## config.mk

```make
export PLATFORM = sky130hd
export DESIGN_NAME = pgood_monitor
export DESIGN_NICKNAME = d
export VERILOG_FILES = /design/src/rtl/pg_pkg.sv /design/src/rtl/pg_window.sv /design/src/rtl/pg_qual_timer.sv /design/src/rtl/pgood_monitor.sv
export SDC_FILE = /design/constraint.sdc
export NUM_CORES = 1
export LEC_CHECK = 0
export BUFFER_PORTS_ARGS = -buffer_cell sky130_fd_sc_hd__buf_4
export CORE_UTILIZATION = 30
export CTS_CLUSTER_DIAMETER = 40
export DETAILED_ROUTE_END_ITERATION = 10
export PLACE_DENSITY = 0.5
export SYNTH_ARGS = -nofsm -noshare
export SYNTH_HDL_FRONTEND = slang
export SYNTH_SLANG_ARGS = --single-unit
```

## constraint.sdc

```tcl
create_clock -name clk -period 7.65 [get_ports clk]
set_clock_uncertainty 0.2 [all_clocks]
set_input_delay 0.3825 -clock clk [delete_from_list [all_inputs] [get_ports clk]]
set_output_delay 0.3825 -clock clk [all_outputs]
set_load 0.03 [all_outputs]
```

## src/rtl/pg_pkg.sv

```systemverilog
package pg_pkg;
  typedef enum logic {
    PG_LOW  = 1'b0,
    PG_HIGH = 1'b1
  } pg_state_e;

  typedef struct packed {
    logic inner;  // inside the qualifying window
    logic outer;  // outside the tolerated window
  } pg_win_t;
endpackage

```

## src/rtl/pg_window.sv

```systemverilog
module pg_window
  import pg_pkg::*;
#(
  parameter int DW         = 12,
  parameter int IN_LO_PCT  = 92,
  parameter int IN_HI_PCT  = 108,
  parameter int OUT_LO_PCT = 84,
  parameter int OUT_HI_PCT = 116
) (
  input  logic [DW-1:0] fb_code,
  input  logic [DW-1:0] ref_code,
  output pg_win_t       win
);
  // Cross-multiplied compares are exact: no division, no rounding error.
  localparam int PW = DW + 8;

  logic [PW-1:0] fb_x100;
  logic [PW-1:0] in_lo, in_hi, out_lo, out_hi;

  always_comb begin
    fb_x100 = PW'(fb_code) * PW'(100);
    in_lo   = PW'(ref_code) * PW'(IN_LO_PCT);
    in_hi   = PW'(ref_code) * PW'(IN_HI_PCT);
    out_lo  = PW'(ref_code) * PW'(OUT_LO_PCT);
    out_hi  = PW'(ref_code) * PW'(OUT_HI_PCT);
    win.inner = (fb_x100 >= in_lo) && (fb_x100 <= in_hi);
    win.outer = (fb_x100 < out_lo) || (fb_x100 > out_hi);
  end
endmodule

```

## src/rtl/pg_qual_timer.sv

```systemverilog
module pg_qual_timer #(
  parameter int LEN = 16
) (
  input  logic clk,
  input  logic rst,
  input  logic clr,
  input  logic run,
  output logic done
);
  localparam int CW = (LEN > 1) ? $clog2(LEN) : 1;
  localparam logic [CW-1:0] LAST = CW'(LEN - 1);

  logic [CW-1:0] cnt;

  assign done = run && (cnt == LAST);

  always_ff @(posedge clk) begin
    if (rst || clr || !run || done) cnt <= '0;
    else                            cnt <= cnt + 1'b1;
  end
endmodule

```

## src/rtl/pgood_monitor.sv

```systemverilog
module pgood_monitor
  import pg_pkg::*;
#(
  parameter int DW          = 12,
  parameter int GOOD_CYCLES = 64000,  // 256 us at 250 MHz
  parameter int BAD_CYCLES  = 2000,   // 8 us at 250 MHz
  parameter int IN_LO_PCT   = 92,
  parameter int IN_HI_PCT   = 108,
  parameter int OUT_LO_PCT  = 84,
  parameter int OUT_HI_PCT  = 116
) (
  input  logic          clk,
  input  logic          rst,
  input  logic [DW-1:0] fb_code,
  input  logic [DW-1:0] ref_code,
  input  logic          ss_done,
  input  logic          vin_uv,
  input  logic          en,
  input  logic          ot_shdn,
  output logic          pd_n_o,
  output logic          good_o
);
  pg_win_t   win;
  pg_state_e state;
  logic      in_win, out_fault, fault;
  logic      good_run, bad_run, good_done, bad_done;

  pg_window #(
    .DW(DW), .IN_LO_PCT(IN_LO_PCT), .IN_HI_PCT(IN_HI_PCT),
    .OUT_LO_PCT(OUT_LO_PCT), .OUT_HI_PCT(OUT_HI_PCT)
  ) u_win (
    .fb_code (fb_code),
    .ref_code(ref_code),
    .win     (win)
  );

  assign in_win    = win.inner;
  assign out_fault = win.outer;
  assign fault     = vin_uv || !en || ot_shdn;

  // Each timer runs only while its own condition holds in the matching state.
  assign good_run = (state == PG_LOW)  && in_win && ss_done && !fault;
  assign bad_run  = (state == PG_HIGH) && out_fault && !fault;

  pg_qual_timer #(.LEN(GOOD_CYCLES)) u_good_tmr (
    .clk(clk), .rst(rst), .clr(fault), .run(good_run), .done(good_done)
  );

  pg_qual_timer #(.LEN(BAD_CYCLES)) u_bad_tmr (
    .clk(clk), .rst(rst), .clr(fault), .run(bad_run), .done(bad_done)
  );

  always_ff @(posedge clk) begin
    if (rst || fault)   state <= PG_LOW;
    else if (good_done) state <= PG_HIGH;
    else if (bad_done)  state <= PG_LOW;
  end

  assign good_o = (state == PG_HIGH);
  assign pd_n_o = (state == PG_HIGH);
endmodule

```

==> metrics.csv, run 1 <==
stage;metric;value;unit
run_status;status;finished clean;
global_route;grt_overflow;0;
power;ir_worst_vdd;86.4;uV
clocking;cts.sinks;28;
sta;tightest_slew;0.627;ns
clocking;path_clk_slew;0.07;ns
synth;ys_warn_count;0;
synth;synth_mux_area_frac;0;
setup_path;crit_path_start_kind;input pin;
synth;ys_seq_elements;28;
die;die-area;28500;um^2
global_route;grt_pass1_wl;33100;um
cells_and_area;syn_to_final_growth;9.11;%
power;power_density;250;nW/um^2
drt;top_layer;met4;
setup_path;cpMaxStageDelayCell;ha_1;
die;rows;60;
clocking;clkLatencyLatePin;0.26;ns
synth;netlist_top_cells_count;ha_1 (221), inv_1 (175), a21oi_1 (66), fa_1 (66), nor2_1 (52);
drt;dr_wl_met3;494;um
drt;drtIter0Drc;250;
global_route;grt_pass1_vias;6369;
clocking;cts_tree;done;
synth;synthArstFlopShare;0;
synth;netlist.area_leader.share;0.332;
die;die_h;169;um
clocking;root_buffer;clkbuf_16;
drt;routed_wl;20300;um
drt;wire_per_inst;14.8;um
cells_and_area;nNetsFinal;1319;
drt;m1WireLength;11300;um
power;p_leak;4.69;nW
sta;drv_slew;0;
synth;synth-simple-area-share;0.128;
drt;via_per_inst;4.70;
drt;dr.pass1.iters;5;
power;finalPower;2.27;mW
synth;synthXorXnorAreaFrac;0.0883;
setup_path;crit_chain;buf_4 > ha_1 > ha_1 > xor2_1 > ha_1 > ha_1 > a211o_1 > a21oi_1 > o21ai_1 > a211oi_2 > o21bai_1 > a21oi_1 > xor2_1 > ha_1 > a21o_1 > a21o_1 > a221oi_1 > o21ai_0 > o21ai_2 > nand4b_4 > nor2_1;
global_route;grt_max_degree;16;
setup_path;end_kind;register;
cells_and_area;fin_util;0.336;
synth;yosys_most_used_dff;dfxtp_1;
die;fp.dieW;169;um
setup_path;r2r_setup_slack;5.66;ns
die;io_pins;32;
placement;pre_cts_ws;1.74;ns
synth;syn-num-nets;1287;
global_route;grt_antenna_before_repair;0;
synth;yosys.cell_types.count;57;
synth;synth_edf_count;0;
synth;syn_area_per_cell;8.59;um^2
sta;worst_slack;2.01;ns
placement;port_buffers;31;
sta;relSlewSlack;0.579;
synth;yosysSeqAreaShare;0.0673;
setup_path;crit_type;in -> reg;
sta;hold_viol;0;
cells_and_area;antenna_cells;0;
job;maxCapViolations;0;
synth;netlist_top_cells_area;ha_1 (33%), fa_1 (16%), inv_1 (7.9%), dfxtp_1 (6.7%), xnor2_1 (4.4%);
clocking;max-clock-path-buffers;2;
worst_hold_path;hold_path.class;in -> reg;
synth;synth_fa_ha_area_frac;0.490;
global_route;grt_usage;0.146;
synth;post-synth-top-count-cell;ha_1;
drt;drc_errors;0;
drt;ant_nets;0;
synth;synth_compound_area_frac;0.144;
drt;vias;6455;
clocking;postCtsSetupBuffers;0;
clocking;cts_hold_buf;0;
sta;tns;0;ns
clocking;htree_levels;1;
sta;period_share;0.737;
setup_path;critical_path.max_fanout;13;
synth;synth_area;8330;um^2
setup_path;required;7.64;ns
die;coreArea;27100;um^2
setup_path;cpMostUsedCell;ha_1;
sta;setup_viol;0;
placement;hpwl;18200;um
setup_path;critPathArrivalTime;5.63;ns
sta;max_freq;0.177;GHz
cells_and_area;drive_above_1_share;0.0559;
synth;post-synth-top-area-cell;ha_1;
placement;routabilityCongestion;0.873;
drt;wl_met2;8410;um
sta;grt_setup_unrepaired;false;
clocking;cts_resized;0;
sta;period_needed;5.64;ns
die;start_util;0.308;
synth;synth_top_family_by_area;adder cells;
setup_path;max_stage_delay;0.39;ns
clocking;cts_made_buffers;3;
synth;syn_inst;970;
-- worst max-delay path, delay by kind of cell --
kind | cells | cell delay, ns
adders and majority gates | 5 | 1.70
AOI/OAI and AO/OA | 11 | 2.42
and+or+nand+nor | 2 | 0.47
buffers and inverters | 1 | 0.14
xor gates and xnor gates | 2 | 0.51
-- final cells by class --
| cell class | count | area (um^2) |
|---|---|---|
| fillers | 2886 | 18000 |
| multi-input cells | 763 | 7090 |
| inverters | 175 | 657 |
| flip-flops and latches | 28 | 561 |
| well taps | 372 | 465 |
| repair buffers | 31 | 233 |
| clock buffers | 4 | 88.8 |
-- report_power, final --
part	internal [mW]	total, mW	switching (mW)
Sequential	0.146	0.146	0.000230
Combinational	0.832	2.00	1.16
Clock	0.0800	0.128	0.0477
Total	1.06	2.27	1.21
-- through the flow --
| stage | cell area [um^2] | cells | hold WS (ns) |
|---|---|---|---|
| finish | 9090 | 1373 | 0.256 |
| CTS | 9090 | 1373 | 0.261 |
| global route | 9090 | 1373 | 0.266 |
| global placement | 9000 | 1369 | 0.247 |
| detailed placement | 9000 | 1369 | 0.257 |
| floorplan | 8330 | 970 | 0.230 |
-- metal layers --
layer,track usage,up-vias
li1,-,3380
met4,0.0103,0
met5,0,-
met2,0.228,64
met1,0.227,3007
met3,0.0103,4
-- logic make-up (layout without fill, tap and decap cells) --
| kind of cell | after synthesis | in the layout |
|---|---|---|
| compound gates | 185 | 185 |
| fa+ha+maj | 287 | 287 |
| flops | 28 | 28 |
| buf+inv | 179 | 210 |
| simple gates | 207 | 207 |
| xor+xnor | 84 | 84 |
-- final timing paths --
check,cells past startpoint,start,end
max,21,ref_code[0],u_good_tmr.cnt[2]
max reg2reg,6,u_good_tmr.cnt[0],u_good_tmr.cnt[2]
min reg2reg,1,u_bad_tmr.cnt[0],u_bad_tmr.cnt[0]
min,4,rst,u_good_tmr.cnt[6]
-- state kept, by name, summed over array words and instances, names as in the netlist --
name and flops:
u_bad_tmr.cnt 11, good_o 1, u_good_tmr.cnt 16
-- layout by cell type (no fill, tap or decap), types with 15 or more instances in the layout --
| cell type | instances |
|---|---|
| fa_1 | 66 |
| o21ai_0 | 20 |
| a21o_1 | 28 |
| nand3_1 | 31 |
| xnor2_1 | 42 |
| inv_1 | 175 |
| a21oi_1 | 66 |
| dfxtp_1 | 28 |
| nor2_1 | 52 |
| nand2_1 | 42 |
| ha_1 | 221 |
| buf_4 | 31 |
| and3_1 | 15 |
| xor2_1 | 42 |
No activity file was read; power rests on OpenSTA's default activity.
==> run 2, diff against run 1 <==
--- a/config.mk
+++ b/config.mk
@@ -9,7 +9,7 @@
 export CORE_UTILIZATION = 30
 export CTS_CLUSTER_DIAMETER = 40
 export DETAILED_ROUTE_END_ITERATION = 10
-export PLACE_DENSITY = 0.5
+export PLACE_DENSITY = 0.51
 export SYNTH_ARGS = -nofsm -noshare
 export SYNTH_HDL_FRONTEND = slang
 export SYNTH_SLANG_ARGS = --single-unit
==> constraint.sdc (replaced) <==
create_clock -name clk -period 4.7 [get_ports clk]
set_clock_uncertainty 0.2 [all_clocks]
set_input_delay 0.235 -clock clk [delete_from_list [all_inputs] [get_ports clk]]
set_output_delay 0.235 -clock clk [all_outputs]
set_load 0.03 [all_outputs]
==> run 2 against run 1 <==
The run now ends with setup timing left. Cell count up 17%. Die area did not move. Register-to-register slack worse by 2.9 ns. Critical path depth is 4 higher. Count of clock-buffer cells in the layout down 1. Setup slack lost 2.3 ns. Sequential power rose by 63%. Worst hold slack worse by 0.16 ns. Via count is 13% higher. Sequential share of layout area is 1.2 points lower. Utilization rose by 8.5 points.
==> metrics.csv, run 2 (same netlist as run 1, synthesis figures left out) <==
stage;metric;value;unit;change
power;swShare;0.466;;-0.0684
sta;tightest_slew;0.592;ns;-0.0353 ns
power;finalPower;4.89;mW;+120%
setup_path;crit_path_start_kind;input pin;;
global_route;grt_overflow;0;;unchanged
sta;whs;0.0971;ns;-0.159 ns
die;io_pins;32;;unchanged
cells_and_area;layout_commonest_cell;buf_4;;
placement;dpl.cell_count;1575;;+15%
placement;hpwl;19600;um;+7.7%
cells_and_area;multiInputGateArea;7530;um^2;+6.2%
drt;routed_wl;22000;um;+8.8%
setup_path;crit_type;in -> reg;;
cells_and_area;nNetsFinal;1548;;+17%
die;fp.dieW;169;um;unchanged
die;coreArea;27100;um^2;unchanged
cells_and_area;fin_cells;1602;;+17%
run_status;violations;setup timing;;
power;pwr-share-seq;0.049;;-0.015
placement;pre_cts_ws;-0.794;ns;-2.53 ns
sta;hold_viol;0;;unchanged
run_status;status;complete, but fails checks;;
setup_path;reg2reg_from;u_good_tmr.cnt[0];;
placement;placed_area;10700;um^2;+18%
cells_and_area;final_area;11400;um^2;+25%
power;power_frac_comb;0.900;;+0.021
placement;port_buffers;31;;unchanged
clocking;cts.sinks;28;;unchanged
clocking;path_clk_slew;0.06;ns;about the same
cells_and_area;drive_above_1_share;0.289;;+0.233
cells_and_area;largest_register_ffs;16;;unchanged
power;internal_power;2.61;mW;+150%
drt;dr.pass1.iters;4;;-1
drt;wire_per_inst;13.8;um;-6.7%
cells_and_area;syn_to_final_growth;36.7;%;
power;ir_worst_vdd;186;uV;+120%
power;p_sw;2.28;mW;+88%
setup_path;critical_path.max_fanout;6;;-7
clocking;root_buffer;clkbuf_16;;
global_route;grt_antenna_before_repair;0;;unchanged
cells_and_area;final_cell_mix;buf_4 (247), ha_1 (205), inv_1 (166);;
clocking;cts_made_buffers;3;;unchanged
die;die_h;169;um;unchanged
die;rows;60;;unchanged
sta;setup_viol;28;;+28
sta;relSlewSlack;0.603;;+0.0237
sta;drv_slew;0;;unchanged
cells_and_area;fin_util;0.420;;+0.0850
clocking;clkLatencyLatePin;0.26;ns;about the same
global_route;grt_pass1_vias;7577;;+19%
die;start_util;0.308;;unchanged
drt;drc_errors;0;;unchanged
drt;vias;7296;;+13%
global_route;grt_max_degree;17;;+1
cells_and_area;antenna_cells;0;;unchanged
cells_and_area;largest-register;u_good_tmr.cnt;;
cells_and_area;seqCellArea;561;um^2;unchanged
drt;via_per_inst;4.55;;-3.1%
clocking;cts_tree;done;;
clocking;htree_levels;1;;unchanged
clocking;max-clock-path-buffers;2;;unchanged
power;power_density;429;nW/um^2;+72%
drt;ant_nets;0;;unchanged
power;p_clk_frac;0.051;;-0.005
setup_path;end_kind;register;;
drt;drtIter0Drc;294;;+18%
placement;routabilityCongestion;0.809;;-7.2%
setup_path;required;4.71;ns;-2.93 ns
cells_and_area;nFillCells;2716;;-5.9%
global_route;grt_pass1_wl;37100;um;+12%
sta;period_share;1.05;;
worst_hold_path;hold_start;vin_uv;;
setup_path;critPathArrivalTime;4.96;ns;-0.67 ns
sta;max_freq;0.202;GHz;
sta;grt_setup_unrepaired;true;;
power;p_leak;5.88;nW;+25%
worst_hold_path;hold_path.class;in -> reg;;
job;maxCapViolations;0;;unchanged
global_route;grt_usage;0.162;;+0.0156
sta;tns;-5.47;ns;-5.47 ns
sta;period_needed;4.96;ns;
sta;worst_slack;-0.255;ns;-2.27 ns
setup_path;startpoint;ref_code[1];;
die;die-area;28500;um^2;unchanged
-- run 2: cell type report --
class                   instances  share of cell area
clock buffers                   3             0.00659
clock inverters                 1             0.00264
inverters                     175              0.0583
multi-input cells             763               0.661
flip-flops and latches         28              0.0492
well taps                     372              0.0408
repair buffers                260               0.182
-- run 2: worst paths after layout --
path | to | slack [ns] | cells past startpoint
hold / removal | u_good_tmr.cnt[8] | 0.1 | 4
setup / recovery | u_good_tmr.cnt[0] | -0.26 | 25
hold reg to reg | u_good_tmr.cnt[0] | 0.27 | 1
setup reg to reg | u_good_tmr.cnt[0] | 2.72 | 7
-- run 2: power groups by stage --
stage,combinational [mW],sequential (mW),clock [mW]
floorplan,2.45,0.243,0
global placement,4.06,0.243,0
detailed placement,4.11,0.243,0
CTS,4.36,0.238,0.255
global route,4.98,0.238,0.267
finish,4.41,0.238,0.249
-- run 2: routing by layer --
metal / wire length (um) / global-route usage / up-vias
li1: - / - / 3840
met1: 11100 / 0.225 / 3378
met2: 10400 / 0.285 / 66
met3: 365 / 0.00655 / 12
met4: 224 / 0.0206 / 0
met5: 0 / 0 / -
-- run 2: timing repair --
action / in CTS / in global routing
cloned: 2 / 0
setup endpoints to repair: 28 / 28
setup buffers: 17 / 4
resized for setup: 58 / 30
pin swaps: 52 / 18
hold buffers: 0 / 0
-- run 2: worst max-delay path, stage by stage --
cell	delay (ns)
buf_8	0.10
buf_6	0.12
ha_4	0.24
fa_1	0.51
inv_1	0.06
fa_1	0.51
inv_2	0.05
ha_4	0.23
o21a_1	0.19
a21oi_2	0.16
o21ai_2	0.09
a211oi_2	0.25
buf_4	0.17
o21ai_2	0.05
a21oi_2	0.13
xnor2_1	0.08
ha_1	0.31
nand4_1	0.14
nor3b_2	0.23
nand2_1	0.12
or4_4	0.44
o21ai_4	0.10
nand4b_4	0.16
clkbuf_16	0.20
nor2_2	0.07
